[src/rtl/bootgate_pkg.sv]
package bootgate_pkg;
  typedef enum logic {
    FETCH_LOADER  = 1'b0,
    FETCH_PROGRAM = 1'b1
  } fetch_src_e;
endpackage

[src/rtl/bootgate_mode.sv]
// Mode register. It holds "loader finished", which is cleared at reset.
module bootgate_mode #(
  parameter int ADDR_W = 12
) (
  input  logic              clk,
  input  logic              rst_n,
  input  logic              br_taken,
  input  logic [ADDR_W-1:0] br_target,
  output logic              loading
);
  localparam logic [ADDR_W-1:0] ENTRY = '0;
  logic done_q;
  logic exit_hit;

  assign exit_hit = br_taken && (br_target == ENTRY);

  always_ff @(posedge clk or negedge rst_n) begin
    if (!rst_n)        done_q <= 1'b0;
    else if (exit_hit) done_q <= 1'b1;
  end

  assign loading = ~done_q;
endmodule

[src/rtl/bootgate_wgate.sv]
// Write gate: passes loader writes through, or drops them.
module bootgate_wgate #(
  parameter int ADDR_W = 12,
  parameter int DATA_W = 16,
  parameter bit SHARED_STORE = 1'b1
) (
  input  logic              loading,
  input  logic              ld_valid,
  output logic              ld_ready,
  input  logic [ADDR_W-1:0] ld_addr,
  input  logic [DATA_W-1:0] ld_data,
  output logic              pm_we,
  input  logic              pm_ready,
  output logic [ADDR_W-1:0] pm_addr,
  output logic [DATA_W-1:0] pm_data,
  output logic              drop
);
  logic open_path;

  generate
    if (SHARED_STORE) begin : g_shared
      assign open_path = loading;
    end else begin : g_split
      assign open_path = 1'b0;
    end
  endgenerate

  always_comb begin
    pm_addr  = ld_addr;
    pm_data  = ld_data;
    pm_we    = open_path & ld_valid;
    ld_ready = open_path ? pm_ready : 1'b1;
    drop     = ~open_path & ld_valid;
  end
endmodule

[src/rtl/bootgate_status.sv]
// Registered error pulse and fetch source select.
module bootgate_status
  import bootgate_pkg::*;
(
  input  logic clk,
  input  logic rst_n,
  input  logic loading,
  input  logic drop,
  output logic fetch_sel,
  output logic ld_err
);
  fetch_src_e src;

  always_ff @(posedge clk or negedge rst_n) begin
    if (!rst_n) ld_err <= 1'b0;
    else        ld_err <= drop;
  end

  assign src       = loading ? FETCH_LOADER : FETCH_PROGRAM;
  assign fetch_sel = logic'(src);
endmodule

[src/rtl/bootgate_top.sv]
module bootgate_top #(
  parameter int ADDR_W = 12,
  parameter int DATA_W = 16,
  parameter bit SHARED_STORE = 1'b1
) (
  input  logic              clk,
  input  logic              rst_n,
  input  logic              br_taken,
  input  logic [ADDR_W-1:0] br_target,
  input  logic              ld_valid,
  output logic              ld_ready,
  input  logic [ADDR_W-1:0] ld_addr,
  input  logic [DATA_W-1:0] ld_data,
  output logic              pm_we,
  input  logic              pm_ready,
  output logic [ADDR_W-1:0] pm_addr,
  output logic [DATA_W-1:0] pm_data,
  output logic              in_loader,
  output logic              fetch_sel,
  output logic              ld_err
);
  logic loading;
  logic drop;

  bootgate_mode #(.ADDR_W(ADDR_W)) u_mode (
    .clk(clk), .rst_n(rst_n), .br_taken(br_taken),
    .br_target(br_target), .loading(loading)
  );

  bootgate_wgate #(.ADDR_W(ADDR_W), .DATA_W(DATA_W),
                   .SHARED_STORE(SHARED_STORE)) u_wgate (
    .loading(loading), .ld_valid(ld_valid), .ld_ready(ld_ready),
    .ld_addr(ld_addr), .ld_data(ld_data), .pm_we(pm_we),
    .pm_ready(pm_ready), .pm_addr(pm_addr), .pm_data(pm_data),
    .drop(drop)
  );

  bootgate_status u_status (
    .clk(clk), .rst_n(rst_n), .loading(loading), .drop(drop),
    .fetch_sel(fetch_sel), .ld_err(ld_err)
  );

  assign in_loader = loading;
endmodule

[config.mk]
export PLATFORM = sky130hd
export DESIGN_NAME = bootgate_top
export DESIGN_NICKNAME = d
export VERILOG_FILES = /design/src/rtl/bootgate_pkg.sv /design/src/rtl/bootgate_mode.sv /design/src/rtl/bootgate_wgate.sv /design/src/rtl/bootgate_status.sv /design/src/rtl/bootgate_top.sv
export SDC_FILE = /design/constraint.sdc
export NUM_CORES = 1
export LEC_CHECK = 0
export BUFFER_PORTS_ARGS = -buffer_cell sky130_fd_sc_hd__buf_2
export CORE_UTILIZATION = 23
export DETAILED_ROUTE_END_ITERATION = 8
export PLACE_DENSITY = 0.88
export SYNTH_ARGS = -nofsm -noshare
export SYNTH_HDL_FRONTEND = slang
export SYNTH_SLANG_ARGS = --single-unit
[constraint.sdc]
create_clock -name clk -period 1.7 [get_ports clk]
set_clock_uncertainty 0.15 [all_clocks]
set_input_delay 0.255 -clock clk [delete_from_list [all_inputs] [get_ports clk]]
set_output_delay 0.255 -clock clk [all_outputs]
set_load 0.005 [all_outputs]
==> metrics.cfg, run 1 <==
[worst_hold_path]
min-delay-start = ld_valid
hold_path_end = u_status.ld_err$_DFF_PN0_
hold_path_class = in -> reg
holdPathStages = 2

[synthesis]
yosysMostFrequentCell = buf_4
yosysSeqAreaShare_pct = 15.50
yosysTopAreaCell = buf_4
yosys-top-cells-area = buf_4 (65%), dfrtp_1 (16%), nor4b_2 (4.7%), a41o_1 (3.1%), and2_1 (1.9%)
synth.net_count = 84
avgSynthCellArea_um2 = 8.277
ys_async_sr_fraction_pct = 100.0
syn_inst = 39
synth_edf_count = 0
netlist_area_um2 = 322.8
ys_seq_elements = 2
synthTopCellsByCount = buf_4 (28), dfrtp_1 (2)
synth_flop_cell = dfrtp_1
yosysWarnings = 0
yosysUniqueCellTypes = 11
synth_top_area_share_pct = 65.12

[routing]
firstDrtPassIters = 1
met2_wirelength_um = 250
drc = 0
num_vias = 209
postRouteAntennaNets = 0
drt-met1-wl_um = 117
drtIter0Drc = 0
maxUsedRoutingLayer = met4
avgRoutedWirePerCell_um = 10.04
routed_wl_um = 512
avgViaCountPerCell = 4.098
wl_met3_um = 139

[sta]
final_hold_viol_count = 0
rsz0062_at_grt = false
drv_slew = 0
finalCritPeriodShare_pct = 85.84
finalSetupViolations = 0
worstMarginPinSlew_ns = 0.2449
setup_tns_ns = 0
fmax_mhz = 685.2
slew_headroom_pct = 83.52
period_needed_ns = 1.459

[critical_path]
path_cells = or2_2, buf_2
crit_path_max_incr_delay_ns = 0.41
crit_arrival_ns = 1.05
crit_fanout = 6
critPathTopFamily = flip-flops
worstSetupPathType = reg -> out
crit_buf_inv = 1
crit_path_start_kind = flop
crit_required_ns = 1.29
r2r_end = u_mode.done_q$_DFFE_PN0P_
ff2ff_path_depth = 1
r2r_start = u_mode.done_q$_DFFE_PN0P_
r2r_setup_slack_ns = 0.81
end_kind = output pin
cp_slowest_cell = dfrtp_1

[floorplanning]
fp.coreArea_um2 = 1301
row_count = 13
start_util_pct = 24.81
ios = 78
die_area_um2 = 1557
die_h_um = 39.47
die_x_um = 39.47

[clocking]
cts_setup_buffers = 0
clock_latency_ns = 0.22
clock-sinks = 2
cts_buffer_depth = 2
path_clk_slew_ns = 0.03
clockRootBuffer = clkbuf_4
cts_tree = built
cts_buffers = 3
cts_htree_levels = 1

[grt]
grt_pass1_vias = 193
grt_usage_pct = 5.979
grt-ovfl-total = 0
antenna_found_initial = 0
grt_pass1_wl_um = 634
grt_max_degree = 7

[outcome]
status = complete, no violations

[cells_and_area]
layout-drive-gt1-share_pct = 72.22
diodes = 0
nFillCells = 161
seq_area_um2 = 50.05
finalNetCount = 83
multiInputGateArea_um2 = 58.81
area_growth_pct = -16.67
stdcell_area_um2 = 269.0

[pwr]
ir_worst_vdd_v = 0.0001015
total_leakage_power_nw = 0.1567
powerDensity_nw_per_um2 = 668.5
power.total_mw = 0.1798

[flow_run]
cap_violations = 0

[placement]
placed_area_um2 = 236.5
place.gp.congestion = 0.4182
place.port_buffers = 21

## placed cells by master (no fill, tap or decap)
cell type and count:
buf_2 21, clkbuf_4 3, dfrtp_1 2, inv_1 1, nor2b_1 1, or2_2 1
and2_1 1, nor2_1 1, nor4b_2 1, nor4_1 1, nor3_1 1, a41o_1 1
dlygate4sd3_1 1
## stage by stage
step	util, %	setup WS [ns]	std cells	hold slack, ns
2_1_floorplan	-	0.5851	39	-0.1906
3_3_place_gp	18.17	0.4884	47	-0.1080
3_5_place_dp	18.17	0.4720	47	-0.1084
4_1_cts	20.67	0.2263	51	0.1252
5_1_grt	20.67	0.1880	51	0.1261
6_report	20.67	0.2406	51	0.1271
## sequential cells by signal, summed over array words and instances (netlist names)
| name | cells |
|---|---|
| u_status.ld_err | 1 |
| u_mode.done_q | 1 |
## how the worst max path moves through the flow
stage / start / end / slack [ns] / cells after the start
detailed placement: u_mode.done_q$_DFFE_PN0P_ / ld_ready / 0.47 / 2
global route: u_mode.done_q$_DFFE_PN0P_ / ld_ready / 0.19 / 2
global placement: u_mode.done_q$_DFFE_PN0P_ / ld_ready / 0.49 / 2
floorplan: u_mode.done_q$_DFFE_PN0P_ / ld_ready / 0.59 / 1
CTS: u_mode.done_q$_DFFE_PN0P_ / ld_ready / 0.23 / 2
finish: u_mode.done_q$_DFFE_PN0P_ / ld_ready / 0.24 / 2
## where the power goes
| part | total [mW] | internal (mW) | switching, mW |
|---|---|---|---|
| Sequential | 0.0485 | 0.0483 | 0.000269 |
| Clock | 0.103 | 0.0777 | 0.0249 |
| Combinational | 0.0287 | 0.0196 | 0.00916 |
| Total | 0.180 | 0.146 | 0.0343 |
## routing by layer
metal  vias to the layer above  track usage [%]
met4                         0            9.483
met1                        87            1.684
met3                         4            4.545
li1                         90                -
met2                        28            11.07
met5                         -                0
## what timing repair did
item	4_1_cts	5_1_grt
gates resized for setup	0	0
hold buffers	1	0
endpoints found under the hold margin	2	0
## cells by family (layout without fill, tap and decap cells)
| kind of cell | count (synthesis) | after routing | synth area share, % |
|---|---|---|---|
| flip-flops | 2 | 2 | 15.50 |
| AO/OA/AOI/OAI | 1 | 1 | 3.101 |
| AND/OR/NAND/NOR | 7 | 7 | 15.12 |
| buffers and inverters | 29 | 26 | 66.28 |
## cell type report
cell class | count | share of cell area (%)
repair buffers | 22 | 42.79
multi-input cells | 8 | 21.86
flip-flops and latches | 2 | 18.60
clock buffers | 3 | 8.372
well taps | 15 | 6.977
inverters | 1 | 1.395
No activity file was read; power rests on OpenSTA's default activity.
==> run 2: changes to the inputs <==
- ABC_AREA: default -> 1
- CORE_ASPECT_RATIO: default -> 1.1
- CORE_UTILIZATION: 23 -> 24
==> run 2 against run 1 <==
  * Clock-buffer cell count is the same
  * Largest power group unchanged
  * Sequential power grew 2%
  * Flip-flop and latch count is the same
  * Worst hold slack lost 0.021 ns
  * Via count grew 17%
  * Highest routed layer unchanged
  * Synthesized area grew 6.6%
  * Fmax grew 1.1%
==> metrics.cfg, run 2 <==
[worst_hold_path]
hold_path_class = in -> reg

[routing]
routed_wl_um = 643
avgViaCountPerCell = 3.889
firstDrtPassIters = 2
num_vias = 245
postRouteAntennaNets = 0
drtIter0Drc = 1
drc = 0
avgRoutedWirePerCell_um = 10.21

[clocking]
clock_latency_ns = 0.22
cts_buffers = 3
path_clk_slew_ns = 0.03
clockRootBuffer = clkbuf_4
cts_htree_levels = 1
cts_buffer_depth = 2
clock-sinks = 2
cts_tree = built

[synthesis]
synth_top_area_share_pct = 61.09
synth_flop_cell = dfrtp_1
netlist_area_um2 = 344.1
yosysTopAreaCell = buf_4
yosysUniqueCellTypes = 7
yosysMostFrequentCell = buf_4
ys_async_sr_fraction_pct = 100.0
synthTopCellsByCount = buf_4 (28), nor2_1 (8), nand2_1 (6)
syn_inst = 51
yosys-top-cells-area = buf_4 (61%), dfrtp_1 (15%), nor2_1 (8.7%), nand2_1 (6.5%), inv_1 (5.5%)
avgSynthCellArea_um2 = 6.747
yosysWarnings = 0
synth_edf_count = 0
yosysSeqAreaShare_pct = 14.55
ys_seq_elements = 2
synth.net_count = 96

[cells_and_area]
nFillCells = 144
stdcell_area_um2 = 290.3
diodes = 0
multiInputGateArea_um2 = 65.06
finalNetCount = 95
layout_commonest_cell = buf_2
most-common-layout-cells = buf_2 (21), nor2_1 (8), nand2_1 (6), inv_1 (5), clkbuf_4 (3)
area_growth_pct = -15.64
layout-drive-gt1-share_pct = 52.08
seq_area_um2 = 50.05
top_regs = u_mode.done_q (1), u_status.ld_err (1)

[critical_path]
path_cells = or2_2, buf_2
worstSetupPathType = reg -> out
crit_fanout = 5
end_kind = output pin
crit_path_start_kind = flop
cp_slowest_cell = dfrtp_1
crit_required_ns = 1.29
crit_path_max_incr_delay_ns = 0.40
crit_arrival_ns = 1.04

[floorplanning]
start_util_pct = 27.47
die_area_um2 = 1589
ios = 78
fp.coreArea_um2 = 1252
die_x_um = 38.10
die_h_um = 41.71
row_count = 13

[grt]
grt_max_degree = 6
antenna_found_initial = 0
grt_pass1_vias = 249
grt_pass1_wl_um = 972
grt_usage_pct = 9.043
grt-ovfl-total = 0

[outcome]
status = complete, no violations

[pwr]
powerDensity_nw_per_um2 = 620.7
total_leakage_power_nw = 0.1752
ir_worst_vdd_v = 0.00008299

[sta]
finalSetupViolations = 0
rsz0062_at_grt = false
final_hold_viol_count = 0
period_needed_ns = 1.444
worstMarginPinSlew_ns = 0.1350
fmax_mhz = 692.6
whs_ns = 0.1058
finalCritPeriodShare_pct = 84.93
slew_headroom_pct = 91.00
setup_tns_ns = 0
drv_slew = 0

[placement]
place.port_buffers = 21
place.gp.congestion = 0.6222
placed_area_um2 = 257.7

[flow_run]
cap_violations = 0

run 2: path summary, 6_finish.rpt:
path / endpoint / slack [ns] / startpoint / cells after the start
hold reg to reg: u_status.ld_err$_DFF_PN0_ / 0.38 / u_mode.done_q$_DFFE_PN0P_ / 2
hold / removal: u_status.ld_err$_DFF_PN0_ / 0.11 / ld_valid / 3
setup / recovery: ld_ready / 0.26 / u_mode.done_q$_DFFE_PN0P_ / 2
min in group asynchronous: u_status.ld_err$_DFF_PN0_ / 0.20 / rst_n / 2
max in group asynchronous: u_mode.done_q$_DFFE_PN0P_ / 1.10 / rst_n / 2
setup reg to reg: u_mode.done_q$_DFFE_PN0P_ / 0.91 / u_mode.done_q$_DFFE_PN0P_ / 2
run 2: what timing repair did:
action | in CTS | in global routing
hold buffers | 1 | 0
hold endpoints to repair | 2 | 0
setup buffers | 0 | 0
gates resized for setup | 0 | 0
run 2: layout make-up:
cell class,instances,area share (%)
clock buffer,3,7.759
sequential,2,17.24
tap,15,6.466
multi-input combinational,16,22.41
inverter,5,6.466
timing repair buffer,22,39.66
run 2: metrics by stage:
step	setup slack [ns]	util, %	power [mW]	instances
global route	0.1983	23.18	0.1995	63
finish	0.2562	23.18	0.1802	63
floorplan	0.5929	-	0.1101	51
CTS	0.2446	23.18	0.1886	63
global placement	0.4998	20.58	0.07630	59
detailed placement	0.4844	20.58	0.07746	59
run 2: cells by family (layout without fill, tap and decap cells):
kind of cell / Yosys count / after routing / synth area share (%)
buf+inv: 33 / 30 / 66.55
simple gates: 16 / 16 / 18.91
flops: 2 / 2 / 14.55
run 2: per-layer routing:
metal  wire length (um)  global-route usage [%]  share of wire [%]
met1                197                   6.230                 31
met2                257                   13.22                 40
met3                144                   5.348                 22
met4                 43                   12.86                6.7
met5                  0                       0                  0
run 2: where the power goes:
group,switching [mW],internal [mW],leakage [nW],total (mW)
registers,0.000206,0.0492,0.0204,0.0494
clock network,0.0245,0.0777,0.0138,0.102
logic,0.0103,0.0183,0.141,0.0286
total,0.0350,0.145,0.175,0.180
run 2: worst max-delay path, delay by kind of cell, from the launching register on:
family	cells	cell delay, ns
flip-flops	1	0.40
AND/OR/NAND/NOR	1	0.30
buffers and inverters	1	0.12
==> run 3: changes to the inputs <==
- CORE_UTILIZATION: 24 -> 20
- PLACE_DENSITY: 0.88 -> 0.79
- clock period: 1.7 -> 1.2 ns (I/O delays scaled with it)
==> run 3 against run 2 <==
  * Sequential share of layout area fell by 2.3 points
  * Largest cell class unchanged
  * Non-clock buffer count rose by 2
  * The flow now finishes with violations (negative setup slack)
  * Largest power group unchanged
  * Final cell count rose by 6.3%
  * Critical path type unchanged
  * Critical endpoint unchanged
==> metrics.cfg, run 3 (same netlist as run 2, synthesis figures left out) <==
[clocking]
cts_buffers = 3
clockRootBuffer = clkbuf_4
cts_buffer_depth = 2
path_clk_slew_ns = 0.03
cts_tree = built
clock-sinks = 2
clock_latency_ns = 0.22
cts_htree_levels = 1

[cells_and_area]
stdcell_count = 67
layout-drive-gt1-share_pct = 58.00
top_regs = u_mode.done_q (1), u_status.ld_err (1)
nFillCells = 179
most-common-layout-cells = buf_2 (19), nor2_1 (7), nand2_1 (6), inv_1 (4)
diodes = 0
area_growth_pct = -2.909
layout_commonest_cell = buf_2
finalNetCount = 97
stdcell_area_um2 = 334.1

[sta]
worstMarginPinSlew_ns = 0.09705
final_hold_viol_count = 0
setup_slack_ns = -0.07385
period_needed_ns = 1.274
slew_headroom_pct = 93.51
rsz0062_at_grt = true
finalSetupViolations = 3
fmax_mhz = 785.0
drv_slew = 0
finalCritPeriodShare_pct = 106.2

[flow_run]
cap_violations = 0

[floorplanning]
die_area_um2 = 1890
fp.coreArea_um2 = 1595
die_h_um = 45.50
ios = 78
start_util_pct = 21.57
row_count = 15
die_x_um = 41.55

[critical_path]
crit_path_start_kind = flop
crit_required_ns = 0.87
crit_arrival_ns = 0.94
crit_buf_inv = 1
end_kind = output pin
path_cells = or2_4, buf_6
crit_fanout = 2
worstSetupPathType = reg -> out
cp_slowest_cell = dfrtp_1
crit_path_max_incr_delay_ns = 0.38
critPathTopFamily = flip-flops

[pwr]
ir_worst_vdd_v = 0.0001482
comb_power_share_pct = 16.3
power.share.switching_pct = 19.21
p_int_mw = 0.2056
powerDensity_nw_per_um2 = 761.6
total_leakage_power_nw = 0.1942
power.switching_mw = 0.04887
power.total_mw = 0.2544
pwr-share-seq_pct = 27.5
p_clk_share_pct = 56.2

[placement]
dp.cells = 62
place.port_buffers = 21
place_ws_ns = 0.09885
dpl.hpwl_um = 422.1
placed_area_um2 = 267.8
place.gp.congestion = 0.5661

[grt]
grt_pass1_wl_um = 786
grt_max_degree = 5
grt-ovfl-total = 0
grt_usage_pct = 5.917
antenna_found_initial = 0
grt_pass1_vias = 212

[routing]
drc = 0
avgViaCountPerCell = 4.000
avgRoutedWirePerCell_um = 8.463
routed_wl_um = 567
postRouteAntennaNets = 0
drtIter0Drc = 0
firstDrtPassIters = 1
num_vias = 268

[outcome]
violations = negative setup slack
status = finished, violations left

[worst_hold_path]
hold_path_class = in -> reg

==> run 3: cell types whose count changed in the layout (fill, tap and decap cells not counted) <==
cell and change:
buf_6 +3, buf_2 -2, buf_4 +1, inv_1 -1, inv_2 +1, nor2_1 -1
nor2_4 +1, or2_2 -1, or2_4 +1
==> run 3: tightest hold or removal path, stage by stage <==
cell and delay (ns):
buf_2 0.09, nand2_1 0.05, inv_1 0.04
==> run 3: layer usage <==
| metal | vias to the layer above | global-route usage [%] | part of all wire (%) |
|---|---|---|---|
| met4 | 0 | 7.742 | 6.7 |
| met2 | 25 | 8.438 | 46 |
| li1 | 118 | - | - |
| met1 | 115 | 4.276 | 26 |
| met3 | 10 | 5.159 | 22 |
| met5 | - | 0 | 0 |
==> run 3: power by group through the flow <==
stage                     Combinational (mW)  Sequential (mW)  Clock [mW]
after floorplan                       0.0849           0.0711           0
after global placement                0.0370           0.0706           0
after detailed placement              0.0382           0.0707           0
after CTS                             0.0410           0.0700       0.150
after global routing                  0.0476           0.0700       0.165
final                                 0.0415           0.0700       0.143
==> run 3: area by class of cell <==
class | count | area (um^2) | share of cell area [%]
well taps | 17 | 21.27 | 6.367
inverters | 5 | 18.77 | 5.618
clock buffers | 3 | 22.52 | 6.742
flip-flops and latches | 2 | 50.05 | 14.98
repair buffers | 24 | 146.4 | 43.82
multi-input cells | 16 | 75.07 | 22.47
==> run 3: timing repair <==
action	in CTS	in global routing
pin swaps	1	1
buffers inserted	0	1
hold endpoints to repair	2	0
hold buffers	1	0
endpoints found under the setup margin	3	4
resized for setup	3	4
gates cloned	0	0
==> run 3: path summary, 6_finish.rpt <==
kind	startpoint	to	slack (ns)	cells past startpoint
max	u_mode.done_q$_DFFE_PN0P_	ld_ready	-0.07	2
min	ld_valid	u_status.ld_err$_DFF_PN0_	0.03	3
max reg2reg	u_mode.done_q$_DFFE_PN0P_	u_mode.done_q$_DFFE_PN0P_	0.23	4
min reg2reg	u_mode.done_q$_DFFE_PN0P_	u_status.ld_err$_DFF_PN0_	0.46	3
max in group asynchronous	rst_n	u_mode.done_q$_DFFE_PN0P_	0.67	2
min in group asynchronous	rst_n	u_status.ld_err$_DFF_PN0_	0.13	2
==> run 3: through the flow <==
stage	hold WS, ns	util (%)	TNS [ns]
after global placement	-0.1847	16.78	0
final	0.02532	20.94	-0.1101
after floorplan	-0.2656	-	0
after CTS	0.02054	19.37	-0.1434
after detailed placement	-0.1825	16.78	0
after global routing	0.02369	20.94	-0.2427
